### config.mk
export PLATFORM = sky130hd
export DESIGN_NAME = cbt_timing_gen
export DESIGN_NICKNAME = d
export VERILOG_FILES = /design/src/rtl/cbt_pkg.sv /design/src/rtl/cbt_cfg_bank.sv /design/src/rtl/cbt_prescaler.sv /design/src/rtl/cbt_bit_ctrl.sv /design/src/rtl/cbt_timing_gen.sv
export SDC_FILE = /design/constraint.sdc
export NUM_CORES = 1
export LEC_CHECK = 0
export CAP_MARGIN = 30
export CORE_MARGIN = 8
export CORE_UTILIZATION = 54
export DETAILED_ROUTE_END_ITERATION = 8
export HOLD_SLACK_MARGIN = 0.02
export PLACE_DENSITY_LB_ADDON = 0.25
export SYNTH_ARGS = -nofsm -noshare
export SYNTH_HDL_FRONTEND = slang
export SYNTH_SLANG_ARGS = --single-unit
### constraint.sdc
create_clock -name clk_i -period 5.2 [get_ports clk_i]
set_input_delay 0.78 -clock clk_i [delete_from_list [all_inputs] [get_ports clk_i]]
set_output_delay 0.78 -clock clk_i [all_outputs]
set_load 0.05 [all_outputs]
### src/rtl/cbt_pkg.sv
package cbt_pkg;

  // Position of the bit walker inside the current bit.
  typedef enum logic [1:0] {
    SEG_SYNC = 2'd0,
    SEG_TS1  = 2'd1,
    SEG_TS2  = 2'd2
  } cbt_seg_e;

endpackage

### src/rtl/cbt_cfg_bank.sv
// One register set for one phase: shadow fields captured while the
// configuration window is open, widened lengths and a jump-width check.
module cbt_cfg_bank #(
  parameter int unsigned BRP_W = 8,
  parameter int unsigned T1_W  = 8,
  parameter int unsigned T2_W  = 7,
  parameter int unsigned SJW_W = 7,
  parameter int unsigned LEN_W = 10
) (
  input  logic             clk_i,
  input  logic             rst_ni,
  input  logic             cfg_en_i,
  input  logic [BRP_W-1:0] brp_i,
  input  logic [T1_W-1:0]  t1_i,
  input  logic [T2_W-1:0]  t2_i,
  input  logic [SJW_W-1:0] sjw_i,
  output logic [LEN_W-1:0] brp_len_o,
  output logic [LEN_W-1:0] t1_len_o,
  output logic [LEN_W-1:0] t2_len_o,
  output logic [LEN_W-1:0] sjw_len_o,
  output logic             err_o
);

  logic [BRP_W-1:0] brp_q, brp_d;
  logic [T1_W-1:0]  t1_q,  t1_d;
  logic [T2_W-1:0]  t2_q,  t2_d;
  logic [SJW_W-1:0] sjw_q, sjw_d;
  logic [LEN_W-1:0] min_phase;

  always_comb begin
    brp_d = brp_q;
    t1_d  = t1_q;
    t2_d  = t2_q;
    sjw_d = sjw_q;
    if (cfg_en_i) begin
      brp_d = brp_i;
      t1_d  = t1_i;
      t2_d  = t2_i;
      sjw_d = sjw_i;
    end
  end

  always_ff @(posedge clk_i or negedge rst_ni) begin
    if (!rst_ni) begin
      brp_q <= '0;
      t1_q  <= '0;
      t2_q  <= '0;
      sjw_q <= '0;
    end else begin
      brp_q <= brp_d;
      t1_q  <= t1_d;
      t2_q  <= t2_d;
      sjw_q <= sjw_d;
    end
  end

  assign brp_len_o = LEN_W'(brp_q) + LEN_W'(1);
  assign t1_len_o  = LEN_W'(t1_q)  + LEN_W'(1);
  assign t2_len_o  = LEN_W'(t2_q)  + LEN_W'(1);
  assign sjw_len_o = LEN_W'(sjw_q) + LEN_W'(1);

  always_comb begin
    min_phase = (t1_len_o < t2_len_o) ? t1_len_o : t2_len_o;
    err_o     = (sjw_len_o > min_phase);
  end

  AST_CFG_HOLD: assert property (@(posedge clk_i) disable iff (!rst_ni)
    !cfg_en_i |=> ($stable(brp_q) && $stable(t1_q) && $stable(t2_q) && $stable(sjw_q)));

endmodule

### src/rtl/cbt_prescaler.sv
// Single quantum divider shared by both phases.
module cbt_prescaler #(
  parameter int unsigned LEN_W = 10
) (
  input  logic             clk_i,
  input  logic             rst_ni,
  input  logic             clr_i,
  input  logic [LEN_W-1:0] len_i,
  output logic             tq_o
);

  logic [LEN_W-1:0] pc_q, pc_d;
  logic             wrap;

  always_comb begin
    wrap = (pc_q >= (len_i - LEN_W'(1)));
    tq_o = !clr_i && wrap;
    if (clr_i || wrap) begin
      pc_d = '0;
    end else begin
      pc_d = pc_q + LEN_W'(1);
    end
  end

  always_ff @(posedge clk_i or negedge rst_ni) begin
    if (!rst_ni) begin
      pc_q <= '0;
    end else begin
      pc_q <= pc_d;
    end
  end

  AST_PC_RANGE: assert property (@(posedge clk_i) disable iff (!rst_ni)
    pc_q < len_i);

  AST_PC_STEP: assert property (@(posedge clk_i) disable iff (!rst_ni)
    (!clr_i && !tq_o) |=> (pc_q == $past(pc_q) + LEN_W'(1)));

endmodule

### src/rtl/cbt_bit_ctrl.sv
// Walks sync / segment 1 / segment 2 on quantum ticks and applies
// phase corrections for edges on the receive line.
module cbt_bit_ctrl
  import cbt_pkg::*;
#(
  parameter int unsigned LEN_W = 10
) (
  input  logic             clk_i,
  input  logic             rst_ni,
  input  logic             clr_i,
  input  logic             hsync_i,
  input  logic             resync_i,
  input  logic             tq_i,
  input  logic [LEN_W-1:0] t1_len_i,
  input  logic [LEN_W-1:0] t2_len_i,
  input  logic [LEN_W-1:0] sjw_len_i,
  output logic             sample_o,
  output logic             bit_o
);

  cbt_seg_e         seg_q, seg_d;
  logic [LEN_W-1:0] cnt_q, cnt_d;
  logic [LEN_W-1:0] ext_q, ext_d;
  logic [LEN_W-1:0] shr_q, shr_d;
  logic             done_q, done_d;

  logic [LEN_W-1:0] t1_eff, t2_eff;
  logic [LEN_W-1:0] late_err, early_err, ext_new, shr_new;
  logic             last1, last2;

  always_comb begin
    t1_eff    = t1_len_i + ext_q;
    t2_eff    = t2_len_i - shr_q;
    last1     = (seg_q == SEG_TS1) && (cnt_q >= (t1_eff - LEN_W'(1)));
    last2     = (seg_q == SEG_TS2) && (cnt_q >= (t2_eff - LEN_W'(1)));
    late_err  = cnt_q + LEN_W'(1);
    early_err = t2_len_i - LEN_W'(1) - cnt_q;
    ext_new   = (late_err  < sjw_len_i) ? late_err  : sjw_len_i;
    shr_new   = (early_err < sjw_len_i) ? early_err : sjw_len_i;
    sample_o  = tq_i && last1;
    bit_o     = tq_i && last2;
  end

  always_comb begin
    seg_d  = seg_q;
    cnt_d  = cnt_q;
    ext_d  = ext_q;
    shr_d  = shr_q;
    done_d = done_q;
    if (clr_i || hsync_i) begin
      seg_d  = SEG_SYNC;
      cnt_d  = '0;
      ext_d  = '0;
      shr_d  = '0;
      done_d = 1'b0;
    end else begin
      if (resync_i && !done_q && (seg_q != SEG_SYNC)) begin
        done_d = 1'b1;
        if (seg_q == SEG_TS1) begin
          ext_d = ext_new;
        end else begin
          shr_d = shr_new;
        end
      end
      if (tq_i) begin
        case (seg_q)
          SEG_SYNC: begin
            seg_d = SEG_TS1;
            cnt_d = '0;
          end
          SEG_TS1: begin
            if (last1) begin
              seg_d = SEG_TS2;
              cnt_d = '0;
            end else begin
              cnt_d = cnt_q + LEN_W'(1);
            end
          end
          default: begin
            if (last2) begin
              seg_d  = SEG_SYNC;
              cnt_d  = '0;
              ext_d  = '0;
              shr_d  = '0;
              done_d = 1'b0;
            end else begin
              cnt_d = cnt_q + LEN_W'(1);
            end
          end
        endcase
      end
    end
  end

  always_ff @(posedge clk_i or negedge rst_ni) begin
    if (!rst_ni) begin
      seg_q  <= SEG_SYNC;
      cnt_q  <= '0;
      ext_q  <= '0;
      shr_q  <= '0;
      done_q <= 1'b0;
    end else begin
      seg_q  <= seg_d;
      cnt_q  <= cnt_d;
      ext_q  <= ext_d;
      shr_q  <= shr_d;
      done_q <= done_d;
    end
  end

  AST_SYNC_ONE_TQ: assert property (@(posedge clk_i) disable iff (!rst_ni)
    (tq_i && (seg_q == SEG_SYNC) && !clr_i && !hsync_i) |=> (seg_q == SEG_TS1));

  AST_EXT_SJW: assert property (@(posedge clk_i) disable iff (!rst_ni)
    ext_q <= sjw_len_i);

  AST_SHR_SJW: assert property (@(posedge clk_i) disable iff (!rst_ni)
    shr_q <= sjw_len_i);

  AST_ONE_RESYNC: assert property (@(posedge clk_i) disable iff (!rst_ni)
    (done_q && !tq_i && !clr_i && !hsync_i) |=> ($stable(ext_q) && $stable(shr_q)));

  AST_SYNC_EDGE_IGNORED: assert property (@(posedge clk_i) disable iff (!rst_ni)
    (resync_i && (seg_q == SEG_SYNC) && !tq_i && !clr_i && !hsync_i)
      |=> ($stable(ext_q) && $stable(shr_q)));

endmodule

### src/rtl/cbt_timing_gen.sv
module cbt_timing_gen #(
  parameter int unsigned NBRP_W = 8,
  parameter int unsigned NT1_W  = 8,
  parameter int unsigned NT2_W  = 7,
  parameter int unsigned NSJW_W = 7,
  parameter int unsigned DBRP_W = 8,
  parameter int unsigned DT1_W  = 5,
  parameter int unsigned DT2_W  = 4,
  parameter int unsigned DSJW_W = 4
) (
  input  logic              clk_i,
  input  logic              rst_ni,
  input  logic              cfg_en_i,
  input  logic              data_phase_i,
  input  logic              hard_sync_i,
  input  logic              rx_i,
  input  logic [NBRP_W-1:0] nom_brp_i,
  input  logic [NT1_W-1:0]  nom_seg1_i,
  input  logic [NT2_W-1:0]  nom_seg2_i,
  input  logic [NSJW_W-1:0] nom_sjw_i,
  input  logic [DBRP_W-1:0] dat_brp_i,
  input  logic [DT1_W-1:0]  dat_seg1_i,
  input  logic [DT2_W-1:0]  dat_seg2_i,
  input  logic [DSJW_W-1:0] dat_sjw_i,
  output logic              tq_o,
  output logic              sample_o,
  output logic              bit_o,
  output logic              nom_cfg_err_o,
  output logic              dat_cfg_err_o
);

  // Segment 1 plus the widest stretch must fit; also covers the prescaler.
  localparam int unsigned LEN_W = ((NT1_W > NBRP_W) ? NT1_W : NBRP_W) + 2;

  // Reset: asserted at once, released on the clock.
  logic rst_meta_q, rst_sync_q, rst_n;

  always_ff @(posedge clk_i or negedge rst_ni) begin
    if (!rst_ni) begin
      rst_meta_q <= 1'b0;
      rst_sync_q <= 1'b0;
    end else begin
      rst_meta_q <= 1'b1;
      rst_sync_q <= rst_meta_q;
    end
  end
  assign rst_n = rst_sync_q;

  // Falling-edge detect on the receive line.
  logic rx_q1, rx_q2, fall, hsync_evt, resync_evt;

  always_ff @(posedge clk_i or negedge rst_n) begin
    if (!rst_n) begin
      rx_q1 <= 1'b1;
      rx_q2 <= 1'b1;
    end else begin
      rx_q1 <= rx_i;
      rx_q2 <= rx_q1;
    end
  end

  always_comb begin
    fall       = rx_q2 && !rx_q1 && !cfg_en_i;
    hsync_evt  = fall && hard_sync_i;
    resync_evt = fall && !hard_sync_i;
  end

  // Phase register, updated only on a bit boundary.
  logic phase_q, phase_d;

  always_comb begin
    phase_d = phase_q;
    if (cfg_en_i) begin
      phase_d = 1'b0;
    end else if (bit_o) begin
      phase_d = data_phase_i;
    end
  end

  always_ff @(posedge clk_i or negedge rst_n) begin
    if (!rst_n) begin
      phase_q <= 1'b0;
    end else begin
      phase_q <= phase_d;
    end
  end

  // Two banks of different field widths.
  logic [LEN_W-1:0] n_brp, n_t1, n_t2, n_sjw;
  logic [LEN_W-1:0] d_brp, d_t1, d_t2, d_sjw;

  cbt_cfg_bank #(
    .BRP_W(NBRP_W), .T1_W(NT1_W), .T2_W(NT2_W), .SJW_W(NSJW_W), .LEN_W(LEN_W)
  ) i_nom_bank (
    .clk_i     (clk_i),
    .rst_ni    (rst_n),
    .cfg_en_i  (cfg_en_i),
    .brp_i     (nom_brp_i),
    .t1_i      (nom_seg1_i),
    .t2_i      (nom_seg2_i),
    .sjw_i     (nom_sjw_i),
    .brp_len_o (n_brp),
    .t1_len_o  (n_t1),
    .t2_len_o  (n_t2),
    .sjw_len_o (n_sjw),
    .err_o     (nom_cfg_err_o)
  );

  cbt_cfg_bank #(
    .BRP_W(DBRP_W), .T1_W(DT1_W), .T2_W(DT2_W), .SJW_W(DSJW_W), .LEN_W(LEN_W)
  ) i_dat_bank (
    .clk_i     (clk_i),
    .rst_ni    (rst_n),
    .cfg_en_i  (cfg_en_i),
    .brp_i     (dat_brp_i),
    .t1_i      (dat_seg1_i),
    .t2_i      (dat_seg2_i),
    .sjw_i     (dat_sjw_i),
    .brp_len_o (d_brp),
    .t1_len_o  (d_t1),
    .t2_len_o  (d_t2),
    .sjw_len_o (d_sjw),
    .err_o     (dat_cfg_err_o)
  );

  logic [LEN_W-1:0] act_brp, act_t1, act_t2, act_sjw;

  always_comb begin
    act_brp = phase_q ? d_brp : n_brp;
    act_t1  = phase_q ? d_t1  : n_t1;
    act_t2  = phase_q ? d_t2  : n_t2;
    act_sjw = phase_q ? d_sjw : n_sjw;
  end

  cbt_prescaler #(.LEN_W(LEN_W)) i_prescaler (
    .clk_i  (clk_i),
    .rst_ni (rst_n),
    .clr_i  (cfg_en_i || hsync_evt),
    .len_i  (act_brp),
    .tq_o   (tq_o)
  );

  cbt_bit_ctrl #(.LEN_W(LEN_W)) i_bit_ctrl (
    .clk_i     (clk_i),
    .rst_ni    (rst_n),
    .clr_i     (cfg_en_i),
    .hsync_i   (hsync_evt),
    .resync_i  (resync_evt),
    .tq_i      (tq_o),
    .t1_len_i  (act_t1),
    .t2_len_i  (act_t2),
    .sjw_len_i (act_sjw),
    .sample_o  (sample_o),
    .bit_o     (bit_o)
  );

  AST_QUIET_IN_CFG: assert property (@(posedge clk_i) disable iff (!rst_n)
    cfg_en_i |-> (!tq_o && !sample_o && !bit_o));

  AST_PHASE_AT_BIT: assert property (@(posedge clk_i) disable iff (!rst_n)
    (!bit_o && !cfg_en_i) |=> $stable(phase_q));

  AST_STROBE_ON_TQ: assert property (@(posedge clk_i) disable iff (!rst_n)
    (sample_o || bit_o) |-> tq_o);

  AST_NO_DOUBLE_STROBE: assert property (@(posedge clk_i) disable iff (!rst_n)
    !(sample_o && bit_o));

endmodule

==> metrics.yaml <==
status: "finished, violations left"
violations: "negative setup slack"
fin_crit_ns: 5.22
worst_slew_margin_rel: 0.508
final-setup-viol-count: 1
synth.most_common_cell: "ha_1"
chipWidth_um: 139
synth_area_leader_cell: "dfrtp_1"
period_share: 1.00
grt_pass1_wl_mm: 32.3
diodes: 0
tightest_slew_ns: 0.738
antenna_found_initial: 0
setup_ws_ns: -0.0181
drt_pass1_iterations: 5
io_pins: 62
cts-htree-levels: 3
tritoncts: "yes"
worst_setup_path_end_kind: "primary output"
drive_gt1_frac: 0.209
hp-class: "flip-flop to flip-flop"
start_kind: "flip-flop"
multi_input_area_sq_um: 5650
p_leak_uw: 0.00441
cap_violations: 0
clk_latency_ns: 0.36
place_area_sq_um: 8990
utilization: 0.682
async_flop_share: 1.00
routed_wl_mm: 20.4
ctsLongestPathBuffers: 2
numCtsBuffers: 9
dieArea_sq_um: 19200
ys_ff_latch: 99
synth_nets: 1051
ys.flop_type: "dfrtp_1"
cts_root_buffer: "clkbuf_16"
num-fill-cells: 1128
final_hold_viol_count: 0
setup_tns_ns: -0.0181
synthesis.area_sq_um: 8110
wire_per_inst_um: 17.5
regArea_sq_um: 2490
grt_pass1_vias: 6540
vdd_drop_max_mv: 0.230
required_ns: 4.42
vias_per_cell: 5.83
port_buffers: 61
grt_max_degree: 57
synth-edff-count: 0
yosys-top-cells-area: "dfrtp_1, ha_1, mux2_2"
clk_pin_slew_ns: 0.07
ys_seq_area_frac: 0.306
synth_top_cell_area_share: 0.299
syn_inst: 885
track_usage: 0.201
overflow: 0
start_util: 0.556
core-area_sq_um: 14600
fmax_mhz: 192
finClkSkew_ns: 0.00766
die_h_um: 139
dr_total_vias: 6781
place_congestion: 0.913
worst_ep_arrival_time_ns: 4.44
finish.instance_area_sq_um: 9950
yosysWarnings: 0
initialDrtViolationCount: 370
path_class: "flip-flop to primary output"
syn_to_final_growth_pct: 22.7
rsz0062_at_grt: "yes"
final_max_slew_viol_count: 0
avgSynthCellArea_sq_um: 9.16
drcViolationCount: 0
synth_cell_types: 65
cts_hold_buf: 0
dp_hpwl_mm: 14.9
cts_sinks: 99
nNetsFinal: 1141
p_per_area_nw_per_um2: 268
synth_common_cells: "ha_1, dfrtp_1, inv_1"
ant_nets: 0
crit_fanout: 5
placementRows: 44
[what timing repair did]
| item | 4_1_cts | 5_1_grt |
|---|---|---|
| pin swaps | 5 | 42 |
| resized for setup | 32 | 66 |
| setup buffers | 8 | 14 |
| endpoints found under the setup margin | 6 | 16 |
[kinds of logic after synthesis]
| kind of cell | after synthesis | share of synthesized area |
|---|---|---|
| compound gates | 210 | 0.161 |
| simple gates | 214 | 0.131 |
| xor+xnor | 65 | 0.0702 |
| buf+inv | 107 | 0.0534 |
| fa+ha+maj | 115 | 0.178 |
| flops | 99 | 0.306 |
| mux | 74 | 0.0999 |
| other cells | 1 | 0.000463 |
[flip-flops by register name, summed over array words and instances, names as in the netlist, 2 cells and up]
signal            flops
i_bit_ctrl.shr_q     10
i_bit_ctrl.ext_q     10
i_nom_bank.t2_q       7
i_bit_ctrl.seg_q      2
i_dat_bank.brp_q      8
i_dat_bank.sjw_q      4
i_bit_ctrl.cnt_q     10
i_nom_bank.t1_q       8
i_nom_bank.sjw_q      7
i_nom_bank.brp_q      8
i_dat_bank.t2_q       4
i_prescaler.pc_q     10
i_dat_bank.t1_q       5
[report_power, final]
group          internal [uW]  switching (uW)  leakage [uW]
sequential               814            62.6       0.00125
combinational            517             560       0.00301
clock                    392             319      0.000151
[layout make-up]
| type | instances | area share |
|---|---|---|
| Multi-Input combinational cell | 679 | 0.568 |
| Sequential cell | 99 | 0.250 |
| Timing Repair Buffer | 104 | 0.0970 |
| Inverter | 82 | 0.0309 |
| Clock buffer | 10 | 0.0240 |
| Tap cell | 184 | 0.0231 |
| Clock inverter | 6 | 0.00717 |
[stage by stage]
step	hold slack [ns]	instances	setup slack, ns	total power, uW
finish	0.354	1164	-0.0181	2670
global placement	0.342	1126	0.185	1790
CTS	0.358	1150	-0.000134	2560
detailed placement	0.343	1126	0.0378	1810
global route	0.378	1164	-0.184	2820
floorplan	0.331	885	0.0105	1560
[cells in the final DEF, fill, tap and decap left out, drive strengths merged, types with 19 or more instances in the layout]
master	count
nand3	37
xnor2	39
ha	106
nand2	43
dfrtp	97
o21ai	56
mux2	55
mux2i	19
buf	48
inv	85
a21oi	69
clkdlybuf4s50	55
xor2	26
nor2	56
[path summary, 6_finish.rpt]
kind | slack, ns | startpoint | depth (start not counted) | endpoint
min in group asynchronous | 0.36 | rst_n$_DFF_PN0_ | 0 | i_nom_bank.sjw_q[3]$_DFFE_PN0P_
max | -0.02 | i_nom_bank.t2_q[0]$_DFFE_PN0P_ | 23 | nom_cfg_err_o
max in group asynchronous | 3.72 | rst_n$_DFF_PN0_ | 1 | phase_q$_DFFE_PN0P_
min reg2reg | 0.35 | rst_meta_q$_DFF_PN0_ | 0 | rst_n$_DFF_PN0_
min | 0.35 | rst_meta_q$_DFF_PN0_ | 0 | rst_n$_DFF_PN0_
max reg2reg | 0.31 | i_nom_bank.t2_q[0]$_DFFE_PN0P_ | 25 | i_bit_ctrl.shr_q[0]$_DFF_PN0_
[metal layers]
layer	part of all wire	global-route usage
met1	0.48	0.282
met2	0.47	0.310
met3	0.031	0.0240
met4	0.016	0.0772
met5	0	0
[worst max-delay path, stage by stage (launching register included)]
cell,delay (ns)
dfrtp_1,0.41
buf_6,0.15
and2_4,0.16
nand2_4,0.07
xnor2_4,0.24
inv_2,0.08
ha_4,0.21
a21o_1,0.19
a21o_1,0.17
a21oi_2,0.13
o21ai_2,0.08
or2_4,0.27
mux2i_1,0.17
ha_1,0.27
nor2b_4,0.13
o21a_1,0.16
o21a_1,0.17
o21a_1,0.17
o21a_1,0.19
o21ai_1,0.19
nand2b_1,0.11
a21oi_2,0.16
nor2_2,0.06
buf_6,0.15
No activity file was read; power rests on OpenSTA's default activity.
